## src/rtl/irq_cause_pkg.sv

```systemverilog
package irq_cause_pkg;
  // Flag index doubles as the bit position in the register.
  localparam int unsigned FLAG_TRK  = 0;
  localparam int unsigned FLAG_CAP  = 1;
  localparam int unsigned NUM_FLAGS = 2;
endpackage

```

## src/rtl/cause_flag.sv

```systemverilog
// One sticky flag: set by an event, cleared by read-as-1 then write-0.
module cause_flag (
  input  logic clk,
  input  logic rst,
  input  logic lp,
  input  logic set_req,
  input  logic rd_en,
  input  logic wr_en,
  input  logic wr_val,
  output logic q,
  output logic rise
);
  logic armed_q;

  // A 0->1 change happens only from a clear flag outside low power.
  assign rise = set_req && !q && !lp;

  always_ff @(posedge clk) begin
    if (rst || lp) begin
      q       <= 1'b0;
      armed_q <= 1'b0;
    end else begin
      if (set_req)
        q <= 1'b1;                      // set wins over clear
      else if (wr_en && !wr_val && armed_q)
        q <= 1'b0;
      if (wr_en)
        armed_q <= 1'b0;                // any write consumes arming
      else if (rd_en && q)
        armed_q <= 1'b1;
    end
  end
endmodule

```

## src/rtl/cause_irq_gen.sv

```systemverilog
// Registered single-cycle request from the rise of the selected flag.
module cause_irq_gen #(
  parameter int unsigned NF  = 2,
  parameter int unsigned SEL1_IDX = 0,
  parameter int unsigned SEL0_IDX = 1
) (
  input  logic          clk,
  input  logic          rst,
  input  logic          sel,
  input  logic [NF-1:0] rise,
  output logic          irq
);
  always_ff @(posedge clk) begin
    if (rst) irq <= 1'b0;
    else     irq <= sel ? rise[SEL1_IDX] : rise[SEL0_IDX];
  end
endmodule

```

## src/rtl/cause_rd_port.sv

```systemverilog
// Registered read data with reserved bits returned as zero.
module cause_rd_port #(
  parameter int unsigned DW      = 8,
  parameter int unsigned NF      = 2,
  parameter int unsigned SEL_POS = 2
) (
  input  logic          clk,
  input  logic          rst,
  input  logic          rd_en,
  input  logic          sel,
  input  logic [NF-1:0] flags,
  output logic [DW-1:0] rdata
);
  logic [DW-1:0] view;

  always_comb begin
    view          = '0;
    view[NF-1:0]  = flags;
    view[SEL_POS] = sel;
  end

  always_ff @(posedge clk) begin
    if (rst)        rdata <= '0;
    else if (rd_en) rdata <= view;
  end
endmodule

```

## src/rtl/irq_cause_reg.sv

```systemverilog
module irq_cause_reg
  import irq_cause_pkg::*;
#(
  parameter int unsigned DW      = 8,
  parameter int unsigned SEL_POS = 2
) (
  input  logic          clk,
  input  logic          rst,
  input  logic          rd_en,
  input  logic          wr_en,
  input  logic [DW-1:0] wdata,
  output logic [DW-1:0] rdata,
  input  logic          cap_evt,
  input  logic          trk_end_evt,
  input  logic          lp_mode,
  output logic          irq
);
  localparam int unsigned NF = NUM_FLAGS;

  logic          sel_q;
  logic [NF-1:0] flag_q;
  logic [NF-1:0] flag_rise;
  logic [NF-1:0] evt_in;

  assign evt_in[FLAG_TRK] = trk_end_evt;
  assign evt_in[FLAG_CAP] = cap_evt;

  generate
    if (DW > SEL_POS + 1) begin : g_hi
      logic unused_hi;
      assign unused_hi = ^wdata[DW-1:SEL_POS+1];
    end
  endgenerate

  always_ff @(posedge clk) begin
    if (rst)         sel_q <= 1'b0;
    else if (wr_en)  sel_q <= wdata[SEL_POS];
  end

  generate
    for (genvar gi = 0; gi < NF; gi++) begin : g_flag
      logic enabled;
      // Tracking-end flag listens while select=1, capture flag while select=0.
      assign enabled = (gi == FLAG_TRK) ? sel_q : !sel_q;
      cause_flag u_flag (
        .clk     (clk),
        .rst     (rst),
        .lp      (lp_mode),
        .set_req (evt_in[gi] && enabled),
        .rd_en   (rd_en),
        .wr_en   (wr_en),
        .wr_val  (wdata[gi]),
        .q       (flag_q[gi]),
        .rise    (flag_rise[gi])
      );
    end
  endgenerate

  cause_irq_gen #(.NF(NF), .SEL1_IDX(FLAG_TRK), .SEL0_IDX(FLAG_CAP)) u_irq (
    .clk  (clk),
    .rst  (rst),
    .sel  (sel_q),
    .rise (flag_rise),
    .irq  (irq)
  );

  cause_rd_port #(.DW(DW), .NF(NF), .SEL_POS(SEL_POS)) u_rd (
    .clk   (clk),
    .rst   (rst),
    .rd_en (rd_en),
    .sel   (sel_q),
    .flags (flag_q),
    .rdata (rdata)
  );
endmodule

```

## config.mk

```make
export PLATFORM = sky130hd
export DESIGN_NAME = irq_cause_reg
export DESIGN_NICKNAME = d
export VERILOG_FILES = /design/src/rtl/irq_cause_pkg.sv /design/src/rtl/cause_flag.sv /design/src/rtl/cause_irq_gen.sv /design/src/rtl/cause_rd_port.sv /design/src/rtl/irq_cause_reg.sv
export SDC_FILE = /design/constraint.sdc
export NUM_CORES = 1
export LEC_CHECK = 0
export ABC_AREA = 1
export BUFFER_PORTS_ARGS = -buffer_cell sky130_fd_sc_hd__buf_2
export CORE_AREA = 3 3 40 42
export CTS_BUF_LIST = sky130_fd_sc_hd__clkbuf_2 sky130_fd_sc_hd__clkbuf_4 sky130_fd_sc_hd__clkbuf_8
export DETAILED_ROUTE_END_ITERATION = 12
export DIE_AREA = 0 0 43 45
export PLACE_DENSITY = 0.62
export SKIP_LAST_GASP = 1
export SLEW_MARGIN = 20
export SYNTH_ARGS = -nofsm -noshare
export SYNTH_HDL_FRONTEND = slang
export SYNTH_SLANG_ARGS = --single-unit
```

## constraint.sdc

```tcl
create_clock -name clk -period 2 [get_ports clk]
set_input_delay 0.5 -clock clk [delete_from_list [all_inputs] [get_ports clk]]
set_output_delay 0.5 -clock clk [all_outputs]
set_load 0.02 [all_outputs]
```

---- After elaboration in Yosys (flattened, before gate mapping) ----
Cells that the tools add are included.
storage, ports and cells
  flip-flop bits (word level) ............. 9
  input port bits ......................... 15
  output and inout port bits .............. 9
  logic and storage cells ................. 34
operators by class
  muxes and demuxes ....................... 5
  reduce and logical (&&, ||, !) cells .... 22
operators with widths
  operator             count
  $logic_and A1 B1 Y1  12
  $logic_not A1 Y1     6
  $mux W1              5
  $reduce_bool A2 Y1   2
  $reduce_or A2 Y1     1
  $logic_or A1 B1 Y1   1

---- Logic depth before layout (Yosys ltp) ----
Gate-level depths: netlist of run 1.
  depth in word-level cells ............... 5
  mapped depth ............................ 4
  gate-level depth less buffers ........... 4

---- Hierarchy ----
Synthesis of run 1 repeated with hierarchy kept, for this count alone.
unflattened totals
  cells, all modules ...................... 65
  area, all modules ....................... 439.2 sq um
modules (own cells, without submodules)
  module         instances  cells an instance  area each (sq um)  seq. area each (sq um)
  cause_flag     2          11                 87.6               40.0
  cause_rd_port  1          25                 161.4              60.1
  irq_cause_reg  1          11                 57.6               20.0
  cause_irq_gen  1          7                  45.0               20.0

---- Least setup slack after synthesis of run 1 ----
OpenSTA, ideal clock, no wires.
  kind .................................... reg-to-output
  from .................................... reg u_rd.rdata[2]
  to ...................................... out rdata[2]
  arrival ................................. 0.411 ns
  required time ........................... 1.500 ns
  path slack .............................. 1.089 ns
  stages on the path, launching flop included .. 1
  buffers on the path ..................... 0
  cell sequence ........................... dfxtp_1
RTL lines
  what                    RTL line             text
  from (decl)             cause_rd_port.sv:12  output logic [DW-1:0] rdata
  from (signal assigned)  cause_rd_port.sv:24  else if (rd_en) rdata <= view;
  to (decl)               irq_cause_reg.sv:12  output logic [DW-1:0] rdata,
No word-level cell between the ends.

---- Worst setup path in the final report of run 1 ----
  from .................................... reg u_rd.rdata[2]
  to ...................................... out rdata[2]
No word-level cell between the ends.

==> key figures, run 1 <==
Yosys
  – Post-Syn Instances: slightly below 50
  – Synth Area in Adders: 0%
  – Dominant cells by area after synthesis: dfxtp_1, nand2_1, a21oi_1
  – Syn avg cell area: 7.76 um^2
  – Yosys top cell area share: ~47%
  – Mux cell area share after synthesis: 0%
  – Yosys reg bits: 9
  – Largest family of logic cells by synthesized area: simple AND/OR/NAND/NOR gates
  – Synth warnings: 0
  – Synth Area in Compound Gates: around 14%
  – Distinct cell type count after synthesis: 11
  – Register area share after synthesis: between 40 and 50%
  – Synth Area in Simple Gates: between 20% and 30%
  – Post-Synth XOR/XNOR Area: 0%
  – Most area-hungry cell type in the Yosys netlist: dfxtp_1
  – Cell Area, Synth: 380 um^2

Power and ir drop
  – Lkg Pwr: approximately 0.00022 uW
  – Pwr Density: 803 mW/mm^2
  – IR drop worst, VDD: about 0.0003 V

Floorplan
  – Starting Density: 29.6%
  – Core footprint: ~0.0013 mm^2
  – Die Footprint: around 0.0019 mm^2
  – Width of the chip: about 43 um
  – I/O pins: 24
  – Row cnt: 13
  – Die Y: approximately 45 um

Clock network
  – Clock Root Buffer: clkbuf_4
  – Number of H-tree levels: 1
  – Post-CTS sizing: 0
  – Clock Latency Late Sink: around 0.25 ns
  – TritonCTS clock tree: done
  – Postcts setup bufs: 0
  – Clk buf depth: 2
  – CTS Hold Bufs: 0
  – Num CTS Buffers: 3
  – Clk slew on worst S/H paths: ~0.06 ns
  – Clk sink count: 9

Layout
  – Layout area overhead: 24.0%
  – Commonest non-fill, non-tap cell in the layout: buf_2
  – Commonest non-fill, non-tap cells in the layout: buf_2, nand2_1, dfxtp_1, a21oi_1, inv_1
  – Ant diodes: 0
  – Post-layout util: 36.7%
  – Final net count: about 80
  – Layout cells sized above 1: between 20% and 30%

Place
  – Pre-CTS setup slack: about 0.98 ns
  – I/O Buffers: 13
  – HPWL Detailed: 571 um
  – RD Place Congestion: around 0.71

Global route
  – Global-route wire length before repair: around 1.2 mm
  – Antenna violations before repair: 0
  – Largest net degree at the start of global routing: 8
  – GRT Overall Usage: roughly 8.2%
  – Grt ovf: 0
  – Vias in the first global route: between 300 and 400

Routing
  – Post-route DRC: 0
  – DRT iter0 DRCs: 5
  – ANT nets after route: 0
  – Via density: between 4 and 5
  – WL final: 692 um
  – Wirelength per Cell: around 8.7 um
  – Total iterations of the first detailed-routing run: 3
  – Via count: roughly 330

Timing
  – Final Slew Violations: 0
  – Fmax: around 800 MHz
  – Worst setup margin: between 0.7 and 0.8 ns
  – Final hold vios: 0
  – Final TNS setup: 0 ns
  – Skew final: roughly 0.0013 ns
  – Final Setup Violations: 0
  – Crit share post-route: between 60% and 70%
  – Fin crit period: between 1 and 1.5 ns
  – RSZ-0062 raised after global routing: no

Hold path
  – Hold WC Path Type: flop to flop

Worst setup path
  – Max stage delay on crit path: 0.33 ns
  – CP startpoint kind: flop
  – Worst Setup End Kind: output port
  – Critical path buffer and inverter count: 1
  – Critical Path RT: roughly 1.5 ns
  – Worst EP arrival: 0.75 ns
  – Family with the most delay on the worst path: flip-flops
  – Slowest CP cell: dfxtp_1
  – Crit-path max FO: 2
  – Worst path cell trace: buf_2
  – CP Class: flop to output port

Run status
  – Outcome: completed

Job
  – # Max-Cap Violations: 0
## routing by layer
metal / global-route usage [%] / vias up / part of all wire, %
met5: 0 / - / 0
met4: 3.61 / 0 / 0
met3: 3.59 / 0 / 9.8
met2: 10.8 / 16 / 41
met1: 11.4 / 141 / 49
li1: - / 175 / -
## where the power goes
group	leakage [uW]	internal (uW)	switching (uW)
clock network	0.0000184	90.0	57.1
registers	0.0000733	185	3.59
logic	0.000131	14.9	28.1
total	0.000222	290	88.8
## state kept, by name, indices dropped and copies added, names as in the netlist
signal                 flops
g_flag.u_flag.q            2
g_flag.enabled             1
u_rd.rdata                 3
u_irq.irq                  1
g_flag.u_flag.armed_q      2
## area by class of cell
| type | instances | area [um^2] |
|---|---|---|
| flip-flops and latches | 9 | 180 |
| inverters | 6 | 22.5 |
| well taps | 15 | 18.8 |
| clock buffers | 4 | 30.0 |
| repair buffers | 13 | 65.1 |
| fillers | 155 | 813 |
| multi-input cells | 33 | 155 |
## cells by family after synthesis
logic type	count (synthesis)
AO/OA/AOI/OAI	9
other	1
flip-flops	9
AND/OR/NAND/NOR	19
buffers and inverters	11
## worst paths after layout
check,start,endpoint,slack (ns),cells after the start
worst max-delay path,u_rd.rdata[2]$_SDFFE_PP0P_,rdata[2],0.75,1
worst max register to register,g_flag[0].enabled$_SDFFE_PP0P_,u_irq.irq$_SDFF_PP0_,1.27,3
worst min register to register,u_rd.rdata[1]$_SDFFE_PP0P_,u_rd.rdata[1]$_SDFFE_PP0P_,0.46,2
worst min-delay path,u_rd.rdata[1]$_SDFFE_PP0P_,u_rd.rdata[1]$_SDFFE_PP0P_,0.46,2
## cell usage after synthesis, drive strengths merged
cell type  count
dfxtp          9
nand3b         2
inv            6
nor2           4
conb           1
a21oi          8
nand3          2
nand2         11
buf            5
a211oi         1
## metrics by stage
stage / hold slack [ns] / instance area (um^2) / cells / total power (uW)
after floorplan: 0.437 / 395 / 53 / 224
after global placement: 0.451 / 442 / 76 / 235
after detailed placement: 0.453 / 442 / 76 / 236
after CTS: 0.462 / 472 / 80 / 384
after global routing: 0.485 / 472 / 80 / 404
final: 0.459 / 472 / 80 / 379
No activity file was read; power rests on OpenSTA's default activity.
==> run 2, diff against run 1 <==
--- a/config.mk
+++ b/config.mk
@@ -11,7 +11,7 @@
 export CTS_BUF_LIST = sky130_fd_sc_hd__clkbuf_2 sky130_fd_sc_hd__clkbuf_4 sky130_fd_sc_hd__clkbuf_8
 export DETAILED_ROUTE_END_ITERATION = 12
 export DIE_AREA = 0 0 43 45
-export PLACE_DENSITY = 0.62
+export PLACE_DENSITY = 0.65
 export SKIP_LAST_GASP = 1
 export SLEW_MARGIN = 20
 export SYNTH_ARGS = -nofsm -noshare
==> constraint.sdc (replaced) <==
create_clock -name clk -period 1.1 [get_ports clk]
set_input_delay 0.275 -clock clk [delete_from_list [all_inputs] [get_ports clk]]
set_output_delay 0.275 -clock clk [all_outputs]
set_load 0.02 [all_outputs]
==> run 2 against run 1 <==
  * Cell count did not move
  * Utilization did not move
  * Highest routed layer is now met4
  * Clock-buffer cell count did not move
  * Clock power rose by 88%
  * Non-clock buffer count did not move
  * Clock skew fell by 0.00081 ns
  * Flip-flop and latch count did not move
  * Largest cell class unchanged
  * Die area did not move
==> key figures, run 2 (synthesis gave the netlist of run 1 again) <==
Clock network
  – Clk buf depth: 2
  – Post-CTS sizing: 0
  – Num CTS Buffers: 3
  – Postcts setup bufs: 0
  – Clock Root Buffer: clkbuf_4
  – TritonCTS clock tree: done
  – Clock Latency Late Sink: between 0.2 and 0.3 ns
  – CTS Hold Bufs: 0
  – Clk sink count: 9
  – Clk slew on worst S/H paths: about 0.06 ns
  – Number of H-tree levels: 1

Worst setup path
  – Critical Path RT: ~0.82 ns
  – Critical path buffer and inverter count: 1
  – Worst path cell trace: buf_2
  – Max stage delay on crit path: around 0.33 ns
  – Family with the most delay on the worst path: flip-flops
  – Slowest CP cell: dfxtp_1
  – CP startpoint kind: flop
  – Worst Setup End Kind: output port
  – Worst EP arrival: roughly 0.75 ns
  – Crit-path max FO: 2
  – CP Class: flop to output port
  – R2R Setup Slk: 0.39 ns

Floorplan
  – I/O pins: 24
  – Width of the chip: roughly 43 um
  – Die Y: 45 um
  – Row cnt: 13
  – Starting Density: ~30%
  – Core footprint: 0.00128 mm^2
  – Die Footprint: just under 0.002 mm^2

Layout
  – Ant diodes: 0
  – Final net count: 81
  – Commonest non-fill, non-tap cell in the layout: buf_2
  – Number of flip-flops under the largest register name: 3
  – Layout area overhead: 24.0%
  – Layout cells sized above 1: about 29%
  – Fillers: roughly 150
  – Commonest non-fill, non-tap cells in the layout: buf_2, nand2_1, dfxtp_1, a21oi_1, inv_1
  – Post-layout util: 36.7%
  – Register name with the most flops: u_rd.rdata
  – Top flop regs: u_rd.rdata (3), g_flag.u_flag.armed_q (2), g_flag.u_flag.q (2)

Timing
  – Final hold vios: 0
  – Final Setup Violations: 0
  – RSZ-0062 raised after global routing: no
  – Fmax: about 980 MHz
  – Final Slew Violations: 0
  – Skew final: roughly 0.00046 ns
  – Final hold slack: approximately 0.26 ns
  – Crit share post-route: between 90% and 100%
  – Final TNS setup: 0 ns
  – Fin crit period: 1.02 ns
  – Worst setup margin: about 0.08 ns

Place
  – I/O Buffers: 13
  – HPWL Detailed: ~560 um
  – Pre-CTS setup slack: between 0.2 and 0.3 ns
  – RD Place Congestion: around 0.7

Routing
  – WL final: ~710 um
  – Via density: 4.23
  – DRT iter0 DRCs: 4
  – Total iterations of the first detailed-routing run: 2
  – Post-route DRC: 0
  – Via count: between 300 and 400
  – ANT nets after route: 0
  – Wirelength per Cell: between 8 and 9 um

Global route
  – Largest net degree at the start of global routing: 8
  – Grt ovf: 0
  – Vias in the first global route: ~280
  – GRT Overall Usage: 8.54%
  – Antenna violations before repair: 0
  – Global-route wire length before repair: ~1.1 mm

Power and ir drop
  – Pwr Density: between 1000 and 1500 mW/mm^2
  – Lkg Pwr: 0.000222 uW
  – IR drop worst, VDD: 0.000615 V

Hold path
  – Hold WC Path Type: primary input to flop

Job
  – # Max-Cap Violations: 0

Run status
  – Outcome: completed
-- run 2: cell counts in the layout (fill, tap and decap cells not counted) --
No cell type changed its count.
-- run 2: final timing paths --
check | start | end | cells after the start
max | u_rd.rdata[1]$_SDFFE_PP0P_ | rdata[1] | 1
min | rst | g_flag[0].enabled$_SDFFE_PP0P_ | 2
max reg2reg | g_flag[0].enabled$_SDFFE_PP0P_ | u_irq.irq$_SDFF_PP0_ | 3
min reg2reg | u_rd.rdata[0]$_SDFFE_PP0P_ | u_rd.rdata[0]$_SDFFE_PP0P_ | 2
-- run 2: power by group --
group	switching [uW]	internal [uW]	leakage [uW]
clock	112	164	0.0000184
sequential	6.04	336	0.0000733
combinational	50.9	27.0	0.000131
total	169	527	0.000222
-- run 2: per-stage QoR --
step / cell area [um^2] / total power [uW] / std cells
after floorplan: 395 / 408 / 53
after global placement: 442 / 427 / 76
after detailed placement: 442 / 428 / 76
after CTS: 472 / 709 / 80
after global routing: 472 / 737 / 80
final: 472 / 696 / 80
-- run 2: layout make-up --
class / count / area [um^2] / share of cell area, %
Clock buffer: 4 / 30.0 / 6.37
Inverter: 6 / 22.5 / 4.77
Multi-Input combinational cell: 33 / 155 / 32.9
Sequential cell: 9 / 180 / 38.2
Tap cell: 15 / 18.8 / 3.98
Timing Repair Buffer: 13 / 65.1 / 13.8
-- run 2: layer usage --
layer,up-vias,part of all wire (%),track usage [%]
met2,21,41,12.0
met4,0,0.99,5.42
met5,-,0,0
li1,177,-,-
met1,138,43,8.56
met3,2,15,7.17
